<file path="src/rtl/acc_alu_pkg.sv">
package acc_alu_pkg;

    localparam int DATA_W = 8;
    localparam int NIB_W  = DATA_W / 2;
    localparam int FLAG_N = 3;

    localparam int FLG_C  = 0;
    localparam int FLG_DC = 1;
    localparam int FLG_Z  = 2;

    typedef logic [DATA_W-1:0] word_t;
    typedef logic [FLAG_N-1:0] flagvec_t;

    typedef enum logic [3:0] {
        OP_ADD  = 4'd0,
        OP_SUB  = 4'd1,
        OP_AND  = 4'd2,
        OP_IOR  = 4'd3,
        OP_XOR  = 4'd4,
        OP_PASS = 4'd5,
        OP_COM  = 4'd6,
        OP_INC  = 4'd7,
        OP_DEC  = 4'd8,
        OP_RLC  = 4'd9,
        OP_RRC  = 4'd10,
        OP_SWAP = 4'd11,
        OP_CLR  = 4'd12,
        OP_R13  = 4'd13,
        OP_R14  = 4'd14,
        OP_R15  = 4'd15
    } alu_op_e;

    typedef struct packed {
        word_t    res;
        flagvec_t flg;
        flagvec_t mask;
    } alu_out_t;

    function automatic logic op_defined(alu_op_e op);
        return op <= OP_CLR;
    endfunction

    function automatic flagvec_t flag_mask(alu_op_e op);
        flagvec_t m;
        m = '0;
        case (op)
            OP_ADD, OP_SUB: m = '1;
            OP_AND, OP_IOR, OP_XOR,
            OP_PASS, OP_COM, OP_INC,
            OP_DEC, OP_CLR: m[FLG_Z] = 1'b1;
            OP_RLC, OP_RRC: m[FLG_C] = 1'b1;
            default:        m = '0;
        endcase
        return m;
    endfunction

endpackage

</file>
<file path="src/rtl/acc_alu_core.sv">
module acc_alu_core
    import acc_alu_pkg::*;
(
    input  alu_op_e  op,
    input  word_t    a_w,
    input  word_t    b_opnd,
    input  logic     c_in,
    output alu_out_t out
);
    logic [DATA_W:0] add_full;
    logic [DATA_W:0] sub_full;
    logic [NIB_W:0]  add_nib;
    logic [NIB_W:0]  sub_nib;
    word_t           res;
    logic            c_new;
    logic            dc_new;

    always_comb begin
        add_full = {1'b0, b_opnd} + {1'b0, a_w};
        sub_full = {1'b0, b_opnd} + {1'b0, ~a_w} + {{DATA_W{1'b0}}, 1'b1};
        add_nib  = {1'b0, b_opnd[NIB_W-1:0]} + {1'b0, a_w[NIB_W-1:0]};
        sub_nib  = {1'b0, b_opnd[NIB_W-1:0]} + {1'b0, ~a_w[NIB_W-1:0]}
                 + {{NIB_W{1'b0}}, 1'b1};
        res    = b_opnd;
        c_new  = c_in;
        dc_new = 1'b0;
        case (op)
            OP_ADD:  begin res = add_full[DATA_W-1:0]; c_new = add_full[DATA_W]; dc_new = add_nib[NIB_W]; end
            OP_SUB:  begin res = sub_full[DATA_W-1:0]; c_new = sub_full[DATA_W]; dc_new = sub_nib[NIB_W]; end
            OP_AND:  res = b_opnd & a_w;
            OP_IOR:  res = b_opnd | a_w;
            OP_XOR:  res = b_opnd ^ a_w;
            OP_PASS: res = b_opnd;
            OP_COM:  res = ~b_opnd;
            OP_INC:  res = b_opnd + word_t'(1);
            OP_DEC:  res = b_opnd - word_t'(1);
            OP_RLC:  begin res = {b_opnd[DATA_W-2:0], c_in}; c_new = b_opnd[DATA_W-1]; end
            OP_RRC:  begin res = {c_in, b_opnd[DATA_W-1:1]}; c_new = b_opnd[0]; end
            OP_SWAP: res = {b_opnd[NIB_W-1:0], b_opnd[DATA_W-1:NIB_W]};
            OP_CLR:  res = '0;
            default: res = b_opnd;
        endcase
        out.res         = res;
        out.flg[FLG_C]  = c_new;
        out.flg[FLG_DC] = dc_new;
        out.flg[FLG_Z]  = (res == '0);
        out.mask        = flag_mask(op);
    end
endmodule

</file>
<file path="src/rtl/acc_alu_flags.sv">
module acc_alu_flags
    import acc_alu_pkg::*;
(
    input  logic     clk,
    input  logic     rst,
    input  logic     en,
    input  flagvec_t mask,
    input  flagvec_t nxt,
    output flagvec_t q
);
    for (genvar i = 0; i < FLAG_N; i++) begin : g_flag
        always_ff @(posedge clk) begin
            if (rst)
                q[i] <= 1'b0;
            else if (en && mask[i])
                q[i] <= nxt[i];
        end
    end
endmodule

</file>
<file path="src/rtl/acc_alu.sv">
module acc_alu
    import acc_alu_pkg::*;
(
    input  logic       clk,
    input  logic       rst,
    input  logic       op_valid,
    input  logic [3:0] op_code,
    input  logic       src_sel,
    input  logic       dst_sel,
    input  logic [7:0] file_rdata,
    input  logic [7:0] imm_data,
    output logic [7:0] w_out,
    output logic       flag_c,
    output logic       flag_dc,
    output logic       flag_z,
    output logic [7:0] file_wdata,
    output logic       file_we
);
    alu_op_e  op;
    word_t    w_q;
    word_t    b_opnd;
    alu_out_t core_out;
    flagvec_t flg_q;
    logic     take;

    assign op     = alu_op_e'(op_code);
    assign b_opnd = src_sel ? imm_data : file_rdata;
    assign take   = op_valid && op_defined(op);

    acc_alu_core u_core (
        .op     (op),
        .a_w    (w_q),
        .b_opnd (b_opnd),
        .c_in   (flg_q[FLG_C]),
        .out    (core_out)
    );

    acc_alu_flags u_flags (
        .clk  (clk),
        .rst  (rst),
        .en   (take),
        .mask (core_out.mask),
        .nxt  (core_out.flg),
        .q    (flg_q)
    );

    always_ff @(posedge clk) begin
        if (rst) begin
            w_q        <= '0;
            file_we    <= 1'b0;
            file_wdata <= '0;
        end else begin
            file_we <= take && dst_sel;
            if (take && !dst_sel)
                w_q <= core_out.res;
            if (take && dst_sel)
                file_wdata <= core_out.res;
        end
    end

    assign w_out   = w_q;
    assign flag_c  = flg_q[FLG_C];
    assign flag_dc = flg_q[FLG_DC];
    assign flag_z  = flg_q[FLG_Z];
endmodule

</file>
<file path="config.mk">
export PLATFORM = sky130hd
export DESIGN_NAME = acc_alu
export DESIGN_NICKNAME = d
export VERILOG_FILES = /design/src/rtl/acc_alu_pkg.sv /design/src/rtl/acc_alu_core.sv /design/src/rtl/acc_alu_flags.sv /design/src/rtl/acc_alu.sv
export SDC_FILE = /design/constraint.sdc
export NUM_CORES = 1
export LEC_CHECK = 0
export BUFFER_PORTS_ARGS = -buffer_cell sky130_fd_sc_hd__buf_2
export CAP_MARGIN = 20
export CORE_MARGIN = 2
export CORE_UTILIZATION = 25
export DETAILED_ROUTE_END_ITERATION = 8
export HOLD_SLACK_MARGIN = 0.02
export PLACE_DENSITY_LB_ADDON = 0.25
export SLEW_MARGIN = 20
export SYNTH_ARGS = -nofsm -noshare
export SYNTH_HDL_FRONTEND = slang
export SYNTH_HIERARCHICAL = 1
export SYNTH_SLANG_ARGS = --single-unit
</file>
<file path="constraint.sdc">
create_clock -name clk -period 9.09 [get_ports clk]
set_input_delay 0.4545 -clock clk [delete_from_list [all_inputs] [get_ports clk]]
set_output_delay 0.4545 -clock clk [all_outputs]
set_load 0.05 [all_outputs]
</file>
# --- After elaboration in Yosys (flattened, before gate mapping) ---
# Cells that the tools add are included.
# W data, S select, Z words.
totals:
  ff_bits: 20
  latch_bits: 0
  ramBits: 0
  rom_bits: 0
  inputBits: 25
  output_inout_bits: 20
  word_cells: 54
  mem_count: 0
classes:
  addsub: 8
  mul: 0
  div_mod_pow: 0
  magnitude_cmp: 1
  n_eq_ne: 12
  n_shift: 0
  n_mux: 7
  bitwise_logic: 6
  n_reduce_logical: 14
ops:
  columns: ["cell", "count"]
  rows:
  - ["$pmux W8 S12", 1]
  - ["$eq A4 B4 Y1 const B", 5]
  - ["$add A8 B8 Y9", 2]
  - ["$eq A4 B3 Y1 const B", 4]
  - ["$not A8 Y8", 2]
  - ["$add A4 B4 Y5", 2]
  - ["$reduce_or A10 Y1", 1]
  - ["$add A9 B1 Y9 const B", 1]
  - ["$add A8 B1 Y8 const B", 1]
  - ["$and A8 B8 Y8", 1]
  - ["$eq A4 B2 Y1 const B", 2]
  - ["$logic_not A8 Y1", 1]
  - ["$mux W8", 1]
  - ["$or A8 B8 Y8", 1]
  - ["$sub A8 B1 Y8 const B", 1]
  - ["$xor A8 B8 Y8", 1]
  - ["$logic_and A1 B1 Y1", 6]
  - ["$add A5 B1 Y5 const B", 1]
  - ["$eq A4 B1 Y1 const B", 1]
  - ["$le A4 B4 Y1 const B", 1]
  - ["$logic_not A4 Y1", 1]
  - ["$not A4 Y4", 1]
  - ["$pmux W1 S4", 1]
  - ["$reduce_bool A4 Y1", 1]
  - ["6 further kinds", 8]

# --- Logic depth before layout (Yosys ltp) ---
logic_depth:
  word_depth: 5
  depth_mapped: 16
  depth_no_buf: 14

# --- Hierarchy ---
# The synthesis kept the hierarchy.
by_module_without_submodules:
  columns: ["module", "n_inst", "cells_per_inst", "area_per_inst_um2", "seq_area_each_um2"]
  rows:
  - ["acc_alu_core", 1, 346, 2384.8, 0.0]
  - ["acc_alu", 1, 85, 834.6, 340.3]
  - ["acc_alu_flags", 1, 12, 123.9, 60.1]

# --- Least setup slack after synthesis ---
# Ideal clock, no wire load.
synth_timing:
  path_type: "input to register"
  startpoint: "in src_sel"
  endpoint: "reg u_flags.q[2]"
  setup_time_ps: 70
  t_arrival_ps: 3286
  t_required_ps: 9020
  setup_slack_ps: 5734
  stages: 15
  path_buffers: 2
  cell_sequence: "buf_2 -> mux2_2 -> buf_2 -> inv_1 -> ha_1 -> fa_1 -> o21ba_1 -> o21bai_2 -> xnor2_1 -> a221o_1 -> nor4_4 -> o32ai_1 -> nor4_2 -> nand3_1 -> a21oi_1"
synth_rtl:
  columns: ["element", "line_no", "text"]
  rows:
  - ["from (decl)", "acc_alu.sv:8", "input logic src_sel,"]
  - ["to (signal, indexed assignment)", "acc_alu_flags.sv:16", "q[i] <= nxt[i];"]
  - ["to (decl)", "acc_alu_flags.sv:9", "output flagvec_t q"]

==> flow_summary.toml <==
[routing]
routed_wl_um = 11000
via_per_inst = 5.37
drc = 0
wire_per_inst_um = 17.5
dr_total_vias = 3393
antenna_left = 0
drt_pass1_iterations = 5
drtIter0Drc = 300

[sta]
fin_crit_ns = 3.55
fin_skew_ns = 0.00516
fmax_ghz = 0.282
slew_violations = 0
setup_tns_ns = 0
slew_headroom_pct = 43.2
finalHoldViolCount = 0
rsz0062_at_grt = "no"
setup_violations = 0
fin_crit_sh_pct = 39.0
worstMarginPinSlew_ns = 0.845

[clocking]
post_cts.repair.setup_buffers = 0
ctsHtreeMaxLevel = 1
clock_path_buffers = 2
clk_latency_ns = 0.25
clkSinkCount = 20
clkTransAtPathRegs_ns = 0.06
cts_tree = "yes"
cts_resized = 0
cts_buffers = 3
root_buffer = "clkbuf_16"
hold_buffers = 0

[cells_and_area]
area_growth_pct = 9.69
antenna_cells = 0
layout.nets = 509
layout-drive-gt1-share_pct = 19.5
fillers = 1465

[yosys]
netlist_top_cells_count = "a21oi_1 (32), nor2_1 (32), nand2_1 (27)"
ys_ff_latch = 20
synthTopCellsByArea = "dfxtp_1 (12%), ha_1 (9.4%), nand2b_1 (4.9%)"
netlist.area_leader.share_pct = 12.0
yosysWarnings = 6
yosysTopAreaCell = "dfxtp_1"
ys_seq_area_share_pct = 12.0
synthFlopType = "dfxtp_1"
async_reset_ff_share_pct = 0
syn-mean-instance-area_um2 = 7.55
synth_edf_count = 0
synth_cells = 443
synth.distinct_cells = 82
syn_area_mm2 = 0.00334
syn_nets = 495

[place]
dp_hpwl_um = 8140
gp_congestion = 0.898
portBuffers = 44

[floorplanning]
die_width_um = 120
ios = 45
die_area_mm2 = 0.0143
die_y_um = 120
std_cell_rows = 42
core_mm2 = 0.0131
initial_utilization_pct = 25.4

[global_routing]
grt_pass1_wl_um = 17600
antenna_found_initial = 0
grt_max_degree = 57
grt_util_all_layers_pct = 15.1
grt_remaining_overflow = 0
grt_pass1_vias = 3229

[hold_path]
min_path_type = "reg2reg"

[critical_path]
cp-end-kind = "flop"
arrival_ns = 3.73
worst_setup_path_start_kind = "input port"
worst-setup-path-type = "in2reg"
worstPathRequired_ns = 9.28
cp_max_fo = 12

[power]
power_w = 0.000409
leakage_nw = 1.47
power_density_mw_per_mm2 = 112
vdd_drop_max_mv = 0.0647

[run]
maxCapViolations = 0

[outcome]
status = "finished clean"
-- cell families after synthesis --
group           count (synthesis)  share of synthesized area (%)
buf+inv                        62                           9.99
simple gates                  162                           28.8
compound gates                144                           30.1
xor+xnor                        4                           1.05
fa+ha+maj                      27                           10.6
flops                          20                           12.0
mux                            24                           7.56
-- cells in the final DEF, fill, tap and decap left out, drive strengths merged, types with 6 or more instances in the layout --
cell / instances
inv: 24
o21ai: 37
mux2: 10
nor2: 33
nand2: 29
dfxtp: 20
nor3: 18
buf: 47
nand3: 10
mux2i: 14
o22ai: 7
nor4: 6
ha: 25
a211oi: 6
a21oi: 34
nand2b: 28
nor2b: 11
nand3b: 7
-- path summary, 6_finish.rpt --
| path | cells after the start | startpoint | slack (ns) | end |
|---|---|---|---|---|
| setup / recovery | 14 | src_sel | 5.54 | u_flags/q[2]$_SDFFE_PP0P_ |
| hold / removal | 2 | file_wdata[3]$_SDFFE_PP0P_ | 0.48 | file_wdata[3]$_SDFFE_PP0P_ |
| setup reg to reg | 11 | w_out[1]$_SDFFE_PP0P_ | 6.08 | u_flags/q[2]$_SDFFE_PP0P_ |
| hold reg to reg | 2 | file_wdata[3]$_SDFFE_PP0P_ | 0.48 | file_wdata[3]$_SDFFE_PP0P_ |
-- per-stage QoR --
step	util, %	cell area, um^2	worst slack, ns	hold WS (ns)	std cells
finish	27.9	3670	5.54	0.475	632
global route	27.9	3670	5.17	0.496	632
CTS	27.9	3670	5.52	0.482	632
detailed placement	27.1	3560	5.25	0.469	628
global placement	27.1	3560	5.26	0.461	628
floorplan	-	3340	5.73	0.517	443
-- state kept, by name, indices dropped and copies added (netlist names) --
register / flops
file_we: 1
u_flags/q: 3
w_out: 8
file_wdata: 8
-- cell type report --
| class | count | area [um^2] | share of cell area [%] |
|---|---|---|---|
| clock buffers | 3 | 75.1 | 2.05 |
| clock inverters | 1 | 30.0 | 0.819 |
| inverters | 24 | 90.1 | 2.46 |
| multi-input cells | 361 | 2610 | 71.1 |
| flip-flops and latches | 20 | 400 | 10.9 |
| well taps | 176 | 220 | 6.00 |
| repair buffers | 47 | 243 | 6.62 |
-- metal layers --
layer	vias to the layer above	routed length, um	track usage [%]	part of all wire [%]
li1	1637	-	-	-
met1	1612	5410	22.5	49
met2	138	4920	24.4	45
met3	6	649	1.47	5.9
met4	0	60	1.47	0.54
met5	-	0	0	0
-- report_power, final --
part	switching [W]	internal, W
combinational	0.000125	0.0000667
clock	0.0000329	0.0000873
sequential	0.00000437	0.0000924
total	0.000163	0.000246
-- worst max-delay path: stages --
cell	delay (ns)
buf_2	0.23
mux2_2	0.38
inv_1	0.18
ha_1	0.28
fa_1	0.44
o21ba_1	0.24
nor4_1	0.39
or4_1	0.19
a32oi_1	0.10
a211oi_1	0.31
o32ai_1	0.15
nor4_2	0.16
nand3_1	0.10
a21oi_1	0.12
No activity file was read; power rests on OpenSTA's default activity.
